--- src/rtl/rn_pkg.sv ---
package rn_pkg;

  // strobes from control to datapath
  typedef struct packed {
    logic renFire;
    logic retFire;
    logic wbSet;
    logic injFire;
  } rn_strobe_t;

  // conditions reported by datapath to control
  typedef struct packed {
    logic flEmpty;
    logic alFull;
    logic alEmpty;
    logic retMismatch;
    logic wbBad;
  } rn_status_t;

  localparam int FAULT_PREV = 0;
  localparam int FAULT_WB   = 1;

endpackage

--- src/rtl/rn_ctrl.sv ---
module rn_ctrl
  import rn_pkg::*;
(
  input  logic       clk,
  input  logic       rstN,
  input  logic       renVld,
  input  logic       wbVld,
  input  logic       retVld,
  input  logic       injVld,
  input  rn_status_t stat,
  output rn_strobe_t strb,
  output logic       renReady,
  output logic       retReady,
  output logic [1:0] faultFlags
);

  logic [1:0] faultNext;

  always_comb begin
    renReady     = !stat.flEmpty && !stat.alFull;
    retReady     = !stat.alEmpty;
    strb.renFire = renVld && renReady;
    strb.retFire = retVld && retReady;
    strb.wbSet   = wbVld && !stat.wbBad;
    strb.injFire = injVld;
    faultNext    = faultFlags;
    if (strb.retFire && stat.retMismatch) faultNext[FAULT_PREV] = 1'b1;
    if (wbVld && stat.wbBad)              faultNext[FAULT_WB]   = 1'b1;
  end

  always_ff @(posedge clk) begin
    if (!rstN) faultFlags <= '0;
    else       faultFlags <= faultNext;
  end

  // flags never drop while out of reset
  assert_sticky_prev_R9: assert property (@(posedge clk) disable iff (!rstN)
    $past(rstN) |-> !$fell(faultFlags[FAULT_PREV]));
  assert_sticky_wb_R9: assert property (@(posedge clk) disable iff (!rstN)
    $past(rstN) |-> !$fell(faultFlags[FAULT_WB]));
  // a writeback fault only follows a writeback
  assert_wb_cause_R7: assert property (@(posedge clk) disable iff (!rstN)
    $past(rstN) && $rose(faultFlags[FAULT_WB]) |-> $past(wbVld));
  // a mapping fault only follows a retirement
  assert_prev_cause_R6: assert property (@(posedge clk) disable iff (!rstN)
    $past(rstN) && $rose(faultFlags[FAULT_PREV]) |-> $past(retVld));

endmodule

--- src/rtl/rn_datapath.sv ---
module rn_datapath
  import rn_pkg::*;
#(
  parameter int NUM_LOG  = 8,
  parameter int NUM_PHYS = 16,
  parameter int AL_DEPTH = 16
) (
  input  logic                        clk,
  input  logic                        rstN,
  input  rn_strobe_t                  strb,
  input  logic [$clog2(NUM_LOG)-1:0]  renLog,
  input  logic [$clog2(NUM_PHYS)-1:0] wbPhys,
  input  logic [$clog2(NUM_LOG)-1:0]  injLog,
  input  logic [$clog2(NUM_PHYS)-1:0] injPhys,
  output rn_status_t                  stat,
  output logic [$clog2(NUM_PHYS)-1:0] renPhys,
  output logic [$clog2(NUM_LOG)-1:0]  retLog,
  output logic [$clog2(NUM_PHYS)-1:0] retPhys
);

  localparam int LW    = $clog2(NUM_LOG);
  localparam int PW    = $clog2(NUM_PHYS);
  localparam int FAW   = $clog2(NUM_PHYS);
  localparam int FCW   = $clog2(NUM_PHYS + 1);
  localparam int AAW   = $clog2(AL_DEPTH);
  localparam int ACW   = $clog2(AL_DEPTH + 1);
  localparam int FREE0 = NUM_PHYS - NUM_LOG;

  // map tables
  logic [PW-1:0] specMap [NUM_LOG];
  logic [PW-1:0] archMap [NUM_LOG];

  // free queue
  logic [PW-1:0]  flMem [NUM_PHYS];
  logic [FAW-1:0] flHead, flTail;
  logic [FCW-1:0] flCount;

  // in-flight list
  logic [LW-1:0]  alLog [AL_DEPTH];
  logic [PW-1:0]  alNew [AL_DEPTH];
  logic [PW-1:0]  alOld [AL_DEPTH];
  logic [AAW-1:0] alHead, alTail;
  logic [ACW-1:0] alCount;

  // per-register state
  logic [NUM_PHYS-1:0] readyBits, freeBits, readyNext, freeNext;

  logic [PW-1:0] headOld;

  assign renPhys = flMem[flHead];
  assign retLog  = alLog[alHead];
  assign retPhys = alNew[alHead];
  assign headOld = alOld[alHead];

  always_comb begin
    stat.flEmpty     = (flCount == '0);
    stat.alFull      = (alCount == ACW'(AL_DEPTH));
    stat.alEmpty     = (alCount == '0);
    stat.retMismatch = (headOld != archMap[retLog]);
    stat.wbBad       = readyBits[wbPhys] || freeBits[wbPhys];
  end

  // per-register next-state, one slice per physical register
  for (genvar p = 0; p < NUM_PHYS; p++) begin : gBits
    always_comb begin
      readyNext[p] = readyBits[p];
      freeNext[p]  = freeBits[p];
      if (strb.wbSet && wbPhys == PW'(p))     readyNext[p] = 1'b1;
      if (strb.retFire && headOld == PW'(p))  freeNext[p]  = 1'b1;
      if (strb.renFire && renPhys == PW'(p)) begin
        readyNext[p] = 1'b0;
        freeNext[p]  = 1'b0;
      end
    end
  end

  always_ff @(posedge clk) begin
    if (!rstN) begin
      for (int i = 0; i < NUM_PHYS; i++) begin
        readyBits[i] <= (i < NUM_LOG);
        freeBits[i]  <= (i >= NUM_LOG);
      end
    end else begin
      readyBits <= readyNext;
      freeBits  <= freeNext;
    end
  end

  // maps
  always_ff @(posedge clk) begin
    if (!rstN) begin
      for (int i = 0; i < NUM_LOG; i++) begin
        specMap[i] <= PW'(i);
        archMap[i] <= PW'(i);
      end
    end else begin
      if (strb.injFire) specMap[injLog] <= injPhys;
      if (strb.renFire) specMap[renLog] <= renPhys;
      if (strb.retFire) archMap[retLog] <= retPhys;
    end
  end

  // free queue
  always_ff @(posedge clk) begin
    if (!rstN) begin
      for (int k = 0; k < NUM_PHYS; k++)
        flMem[k] <= (k < FREE0) ? PW'(NUM_LOG + k) : '0;
      flHead  <= '0;
      flTail  <= FAW'(FREE0 % NUM_PHYS);
      flCount <= FCW'(FREE0);
    end else begin
      if (strb.retFire) begin
        flMem[flTail] <= headOld;
        flTail <= (flTail == FAW'(NUM_PHYS - 1)) ? '0 : flTail + 1'b1;
      end
      if (strb.renFire)
        flHead <= (flHead == FAW'(NUM_PHYS - 1)) ? '0 : flHead + 1'b1;
      flCount <= flCount + FCW'(strb.retFire) - FCW'(strb.renFire);
    end
  end

  // in-flight list
  always_ff @(posedge clk) begin
    if (!rstN) begin
      for (int k = 0; k < AL_DEPTH; k++) begin
        alLog[k] <= '0;
        alNew[k] <= '0;
        alOld[k] <= '0;
      end
      alHead  <= '0;
      alTail  <= '0;
      alCount <= '0;
    end else begin
      if (strb.renFire) begin
        alLog[alTail] <= renLog;
        alNew[alTail] <= renPhys;
        alOld[alTail] <= specMap[renLog];
        alTail <= (alTail == AAW'(AL_DEPTH - 1)) ? '0 : alTail + 1'b1;
      end
      if (strb.retFire)
        alHead <= (alHead == AAW'(AL_DEPTH - 1)) ? '0 : alHead + 1'b1;
      alCount <= alCount + ACW'(strb.renFire) - ACW'(strb.retFire);
    end
  end

  // registers queued plus registers in flight stay constant
  assert_pool_balance_R3: assert property (@(posedge clk) disable iff (!rstN)
    32'(flCount) + 32'(alCount) == 32'(FREE0));
  // an allocated register is neither free nor ready afterwards
  assert_alloc_clears_R8: assert property (@(posedge clk) disable iff (!rstN)
    strb.renFire |=> !freeBits[$past(renPhys)] && !readyBits[$past(renPhys)]);
  // an accepted writeback leaves the register ready
  assert_wb_ready_R7: assert property (@(posedge clk) disable iff (!rstN)
    strb.wbSet && !(strb.renFire && renPhys == wbPhys) |=> readyBits[$past(wbPhys)]);
  // retirement commits the new register into the architectural map
  assert_arch_update_R6: assert property (@(posedge clk) disable iff (!rstN)
    strb.retFire |=> archMap[$past(retLog)] == $past(retPhys));
  // rename points the speculative map at the assigned register
  assert_spec_update_R2: assert property (@(posedge clk) disable iff (!rstN)
    strb.renFire |=> specMap[$past(renLog)] == $past(renPhys));

endmodule

--- src/rtl/reg_renamer.sv ---
module reg_renamer
  import rn_pkg::*;
#(
  parameter int NUM_LOG  = 8,
  parameter int NUM_PHYS = 16,
  parameter int AL_DEPTH = 16,
  localparam int LW = $clog2(NUM_LOG),
  localparam int PW = $clog2(NUM_PHYS)
) (
  input  logic          clk,
  input  logic          rstN,
  input  logic          renVld,
  input  logic [LW-1:0] renLog,
  output logic          renReady,
  output logic [PW-1:0] renPhys,
  input  logic          wbVld,
  input  logic [PW-1:0] wbPhys,
  input  logic          retVld,
  output logic          retReady,
  output logic [LW-1:0] retLog,
  output logic [PW-1:0] retPhys,
  input  logic          injVld,
  input  logic [LW-1:0] injLog,
  input  logic [PW-1:0] injPhys,
  output logic [1:0]    faultFlags
);

  rn_strobe_t strb;
  rn_status_t stat;

  rn_ctrl uCtrl (
    .clk(clk), .rstN(rstN),
    .renVld(renVld), .wbVld(wbVld), .retVld(retVld), .injVld(injVld),
    .stat(stat), .strb(strb),
    .renReady(renReady), .retReady(retReady), .faultFlags(faultFlags)
  );

  rn_datapath #(.NUM_LOG(NUM_LOG), .NUM_PHYS(NUM_PHYS), .AL_DEPTH(AL_DEPTH)) uDp (
    .clk(clk), .rstN(rstN), .strb(strb),
    .renLog(renLog), .wbPhys(wbPhys), .injLog(injLog), .injPhys(injPhys),
    .stat(stat), .renPhys(renPhys), .retLog(retLog), .retPhys(retPhys)
  );

endmodule

--- config.mk ---
export PLATFORM = sky130hd
export DESIGN_NAME = reg_renamer
export DESIGN_NICKNAME = d
export VERILOG_FILES = /design/src/rtl/rn_pkg.sv /design/src/rtl/rn_ctrl.sv /design/src/rtl/rn_datapath.sv /design/src/rtl/reg_renamer.sv
export SDC_FILE = /design/constraint.sdc
export NUM_CORES = 1
export LEC_CHECK = 0
export ABC_AREA = 1
export BUFFER_PORTS_ARGS = -buffer_cell sky130_fd_sc_hd__buf_2
export CELL_PAD_IN_SITES_DETAIL_PLACEMENT = 1
export CELL_PAD_IN_SITES_GLOBAL_PLACEMENT = 1
export CORE_AREA = 2 2 143 285
export DETAILED_ROUTE_END_ITERATION = 10
export DIE_AREA = 0 0 145 287
export PLACE_DENSITY = 0.73
export SLEW_MARGIN = 20
export SYNTH_ARGS = -nofsm -noshare
export SYNTH_HDL_FRONTEND = slang
export SYNTH_HIERARCHICAL = 1
export SYNTH_SLANG_ARGS = --single-unit
--- constraint.sdc ---
create_clock -name clk -period 2.95 [get_ports clk]
set_input_delay 0.7375 -clock clk [delete_from_list [all_inputs] [get_ports clk]]
set_output_delay 0.7375 -clock clk [all_outputs]
set_load 0.03 [all_outputs]
# Word level (Yosys, flattened, before mapping)
# Memories as Yosys holds them, arrays and structs flattened. A register that Yosys moved wholly into a read port is not among the register bits.
# Cells that the tools add are included.
# word_totals
reg_bits	60
mem_bits_rw	304
out_inout_bits	15
word_cells	289
mem_count	6
# op_classes
add_sub_neg	8
order_cmp	1
eq_ne	51
muxes	79
bitwise	1
reduce_logical	103
# memory_table
name	words	width	read_ports	rd_clocked_by_memory_dff	write_ports	line_no	text
uDp.alNew	16	4	1	1	16	rn_datapath.sv:40	logic [PW-1:0] alNew [AL_DEPTH];
uDp.alOld	16	4	1	1	16	rn_datapath.sv:41	logic [PW-1:0] alOld [AL_DEPTH];
uDp.flMem	16	4	1	1	16	rn_datapath.sv:34	logic [PW-1:0] flMem [NUM_PHYS];
uDp.alLog	16	3	1	1	16	rn_datapath.sv:39	logic [LW-1:0] alLog [AL_DEPTH];
uDp.archMap	8	4	1	0	8	rn_datapath.sv:31	logic [PW-1:0] archMap [NUM_LOG];
uDp.specMap	8	4	1	0	8	rn_datapath.sv:30	logic [PW-1:0] specMap [NUM_LOG];
# ops
operator	n
$eq 4x4->1 const B	28
$mux 4	22
$logic_and 1x1->1	54
$mux 1	51
$eq 4x3->1 const B	12
$reduce_bool 2->1	16
$reduce_or 2->1	16
$eq 4x2->1 const B	6
$reduce_or 4->1	6
$add 4x1->4 const B	4
$eq 4x1->1 const B	3
$logic_not 4->1	3
$mux 3	4
$add 5x1->5	2
$logic_not 5->1	2
$sub 5x1->5	2
$bmux 1 s4	2
$eq 5x5->1 const B	1
$lt 4x5->1 const B	1
$logic_not 1->1	4
$ne 4x4->1	1
$reduce_or 3->1	1
$logic_or 1x1->1	1
$not 1->1	1

# Logic depth before layout (Yosys ltp)
# depth
ltp_word	9
depth_mapped	21
ltp_nobuf	19

# Cells and area by module
# The synthesis kept the hierarchy.
# by_module_without_submodules
mod	n_inst	cells_per_inst	area_per_inst_um2	seq_area_each_um2
rn_datapath	1	1908	17526.8	10450.0
rn_ctrl	1	16	112.6	40.0

# Least setup slack after synthesis
# OpenSTA, ideal clock, no wires.
# synth_path
path_type	input to register
startpoint	in renVld
endpoint	mem uDp/alLog[0][0] (netlist bit), enable pin
setup_ns	0.345
arrival_ns	2.332
required_time_ns	2.605
setup_slack_ns	0.273
path_stages	6
path_buffers	1
cell_sequence	nor3b_1 -> nand2_1 -> nor2_1 -> nand2_1 -> clkbuf_1 -> nand2_1
# synth_rtl
element	line_no	text
start: declaration	reg_renamer.sv:12	input logic renVld,
end: declaration	rn_datapath.sv:39	

==> run summary <==
Status - completed
Syn Nets - 1968
Post-route design area - 0.0202 mm²
ANT nets after route - 0
Worst reg2reg path depth - 17
CP required - 2210 ps
Max Cap Viol - 0
Global-route wire length before repair - 84900 µm
Synth warnings - 6
Most frequent cells in the layout - 489 x nor2_1, 304 x edfxtp_1, 302 x nand2_1, 170 x o21ai_0, 152 x inv_1
Sequential share of the synthesized area - 0.595
Fmax - 342 MHz
Post-DR wirelength/cell - 21.9 µm
Fin cells - 2535
Crit. End Element - output port
H-Tree Depth - 2
Peak VDD IR - 0.000512 V
CP max FO - 25
Total design power - 16.4 mW
RR Endpoint - uCtrl/faultFlags[0]$_SDFFE_PN0P_
Lkg Pwr - 7.88 nW
Final worst-path cycle share - 0.992
Clk buf depth - 3
Layout cells sized above 1 - 0.124
Area of the mapped netlist - 0.0176 mm²
Asr flop ratio synth - 0
Relative slew margins - 0.574
Core ar. - 0.0393 mm²
Initial antenna violation count - 0
Worst hold path type - register to register
Mean Syn Cell Area - 9.17 µm²
Seq cells post-synth - 372
Vias/cell - 5.52
EDFF count, synth - 304
Die H - 287 µm
CTS sink count - 372
Crit path kind - register to output port
Grt ovf - 0
HPWL after DPL - 41100 µm
Max Slew Vio Count - 0
Internal reg-to-reg setup slack - 320 ps
Die ar. - 0.0416 mm²
Crit path arrival time - 2190 ps
Worst-path clk slew - 70 ps
DIE WIDTH - 145 µm
Largest net degree at the start of global routing - 56
DRC - 0
CTS root buffer - clkbuf_16
CTS tree - yes
Num CTS Buffers - 35
DR iter-0 viols - 516
Setup tns final - 0 ps
Prevailing post-synth register cell - edfxtp_1
DRT Pass-1 Iters - 5
Vias in the first global route - 15400
I/O pin total - 35
Minimum clock period - 2930 ps
Post-synthesis cell count - 1924
Clock Skew - 19.5 ps
Nets - 2029
Commonest non-fill, non-tap cell in the layout - nor2_1
Power Dens Cells - 815 mW/mm²
RSZ-0062 raised after global routing - yes
Gr usage total - 0.269
Dpl cells - 2465
Initial Util - 0.449
Critical path startpoint category - register
Hold buffer count at CTS - 0
Final setup violation count - 0
Port Buf Inserts - 34
Clk_lat worst skew - 540 ps
Worst Max-Slew Pin Slew - 632 ps
Hold Fails Final Rpt - 0
GP Congestion - 0.885
Rows - 103
Worst setup path end - retPhys[0]
Area grow syn2layout - 14.3%
DRT Wirelength - 55500 µm
Post-synthesis cell type count - 45
Placed Area - 0.0187 mm²
Via count - 14000
N_diodes - 0
==> where the power goes <==
| group | switching [mW] | internal [mW] |
|---|---|---|
| clock | 1.95 | 2.81 |
| sequential | 0.214 | 6.09 |
| combinational | 3.76 | 1.60 |
| total | 5.93 | 10.5 |
==> repair_timing <==
| item | 4_1_cts | 5_1_grt |
|---|---|---|
| endpoints found under the setup margin | 11 | 25 |
| setup buffers | 2 | 5 |
| gates cloned | 1 | 0 |
| pin swaps | 7 | 5 |
| resized for setup | 33 | 14 |
==> how the worst min path moves through the flow <==
stage	from	to	slack [ps]	depth (start not counted)
3_5_place_dp	uCtrl/faultFlags[0]$_SDFFE_PN0P_	uCtrl/faultFlags[0]$_SDFFE_PN0P_	460	2
4_1_cts	retVld	uCtrl/faultFlags[0]$_SDFFE_PN0P_	460	3
2_1_floorplan	uDp/freeBits[10]$_SDFFE_PN1P_	uDp/freeBits[10]$_SDFFE_PN1P_	430	2
6_report	uCtrl/faultFlags[0]$_SDFFE_PN0P_	uCtrl/faultFlags[0]$_SDFFE_PN0P_	470	2
3_3_place_gp	uCtrl/faultFlags[0]$_SDFFE_PN0P_	uCtrl/faultFlags[0]$_SDFFE_PN0P_	440	2
5_1_grt	retVld	uCtrl/faultFlags[0]$_SDFFE_PN0P_	480	3
==> final cells by class <==
cell class	count	area (µm²)
fill	4509	19100
sequential	372	10500
multi-input combinational	1271	6060
timing repair buffer	127	1070
clock buffer	53	1050
inverter	178	688
tap	525	657
clock inverter	9	144
==> per-stage QoR <==
step           hold WS [ps]  setup slack, ps  utilization
6_report                465             23.0        0.513
4_1_cts                 457             1.24        0.511
2_1_floorplan           429              273            -
3_5_place_dp            455             96.3        0.476
3_3_place_gp            444              102        0.476
5_1_grt                 482            -37.0        0.513
==> cell usage after synthesis (all sizes together) (5+ instances only) <==
| library cell | count | share of area |
|---|---|---|
| ha | 22 | 0.016 |
| nand2 | 319 | 0.070 |
| o21ai | 196 | 0.056 |
| nand3b | 11 | 0.0047 |
| a31oi | 5 | 0.0018 |
| inv | 174 | 0.037 |
| nand3 | 90 | 0.028 |
| clkbuf | 57 | 0.012 |
| edfxtp | 304 | 0.52 |
| nor2 | 496 | 0.11 |
| nor3 | 6 | 0.0028 |
| buf | 46 | 0.017 |
| o211ai | 17 | 0.0078 |
| o22ai | 31 | 0.011 |
| dfxtp | 68 | 0.077 |
| a21oi | 27 | 0.0079 |
| o221ai | 31 | 0.015 |
==> flip-flops by register name, indices dropped and copies added, names as in the netlist, 4 cells and up, named ones only <==
register       flops
uDp/alCount        5
uDp/alHead         4
uDp/alLog         48
uDp/alNew         64
uDp/alOld         64
uDp/alTail         4
uDp/archMap       32
uDp/flCount        5
uDp/flHead         4
uDp/flMem         64
uDp/flTail         4
uDp/freeBits      16
uDp/readyBits     16
uDp/specMap       32
==> cells by family (layout without fill, tap and decap cells) <==
group	after synthesis	count (layout)	share of synthesized area
adder cells (fa/ha/maj)	24	24	0.0179
XOR/XNOR	4	4	0.00199
AND/OR/NAND/NOR	924	924	0.213
flip-flops	372	372	0.595
AO/OA/AOI/OAI	319	319	0.105
buffers and inverters	281	367	0.0673
==> worst max-delay path, stage by stage (launching register included) <==
cell and delay, ps:
dfxtp_4 420, buf_6 240, o21ai_0 140, o221ai_2 380, nand3_1 140, nand2_2 150
buf_4 180
==> routing by layer <==
| layer | global-route usage | up-vias | routed length (µm) |
|---|---|---|---|
| met4 | 0.216 | 0 | 5120 |
| met3 | 0.0224 | 208 | 1400 |
| met5 | 0 | - | 0 |
| li1 | - | 6560 | - |
| met1 | 0.234 | 6890 | 17300 |
| met2 | 0.547 | 325 | 31700 |
Power figures use the tool's default switching activity.
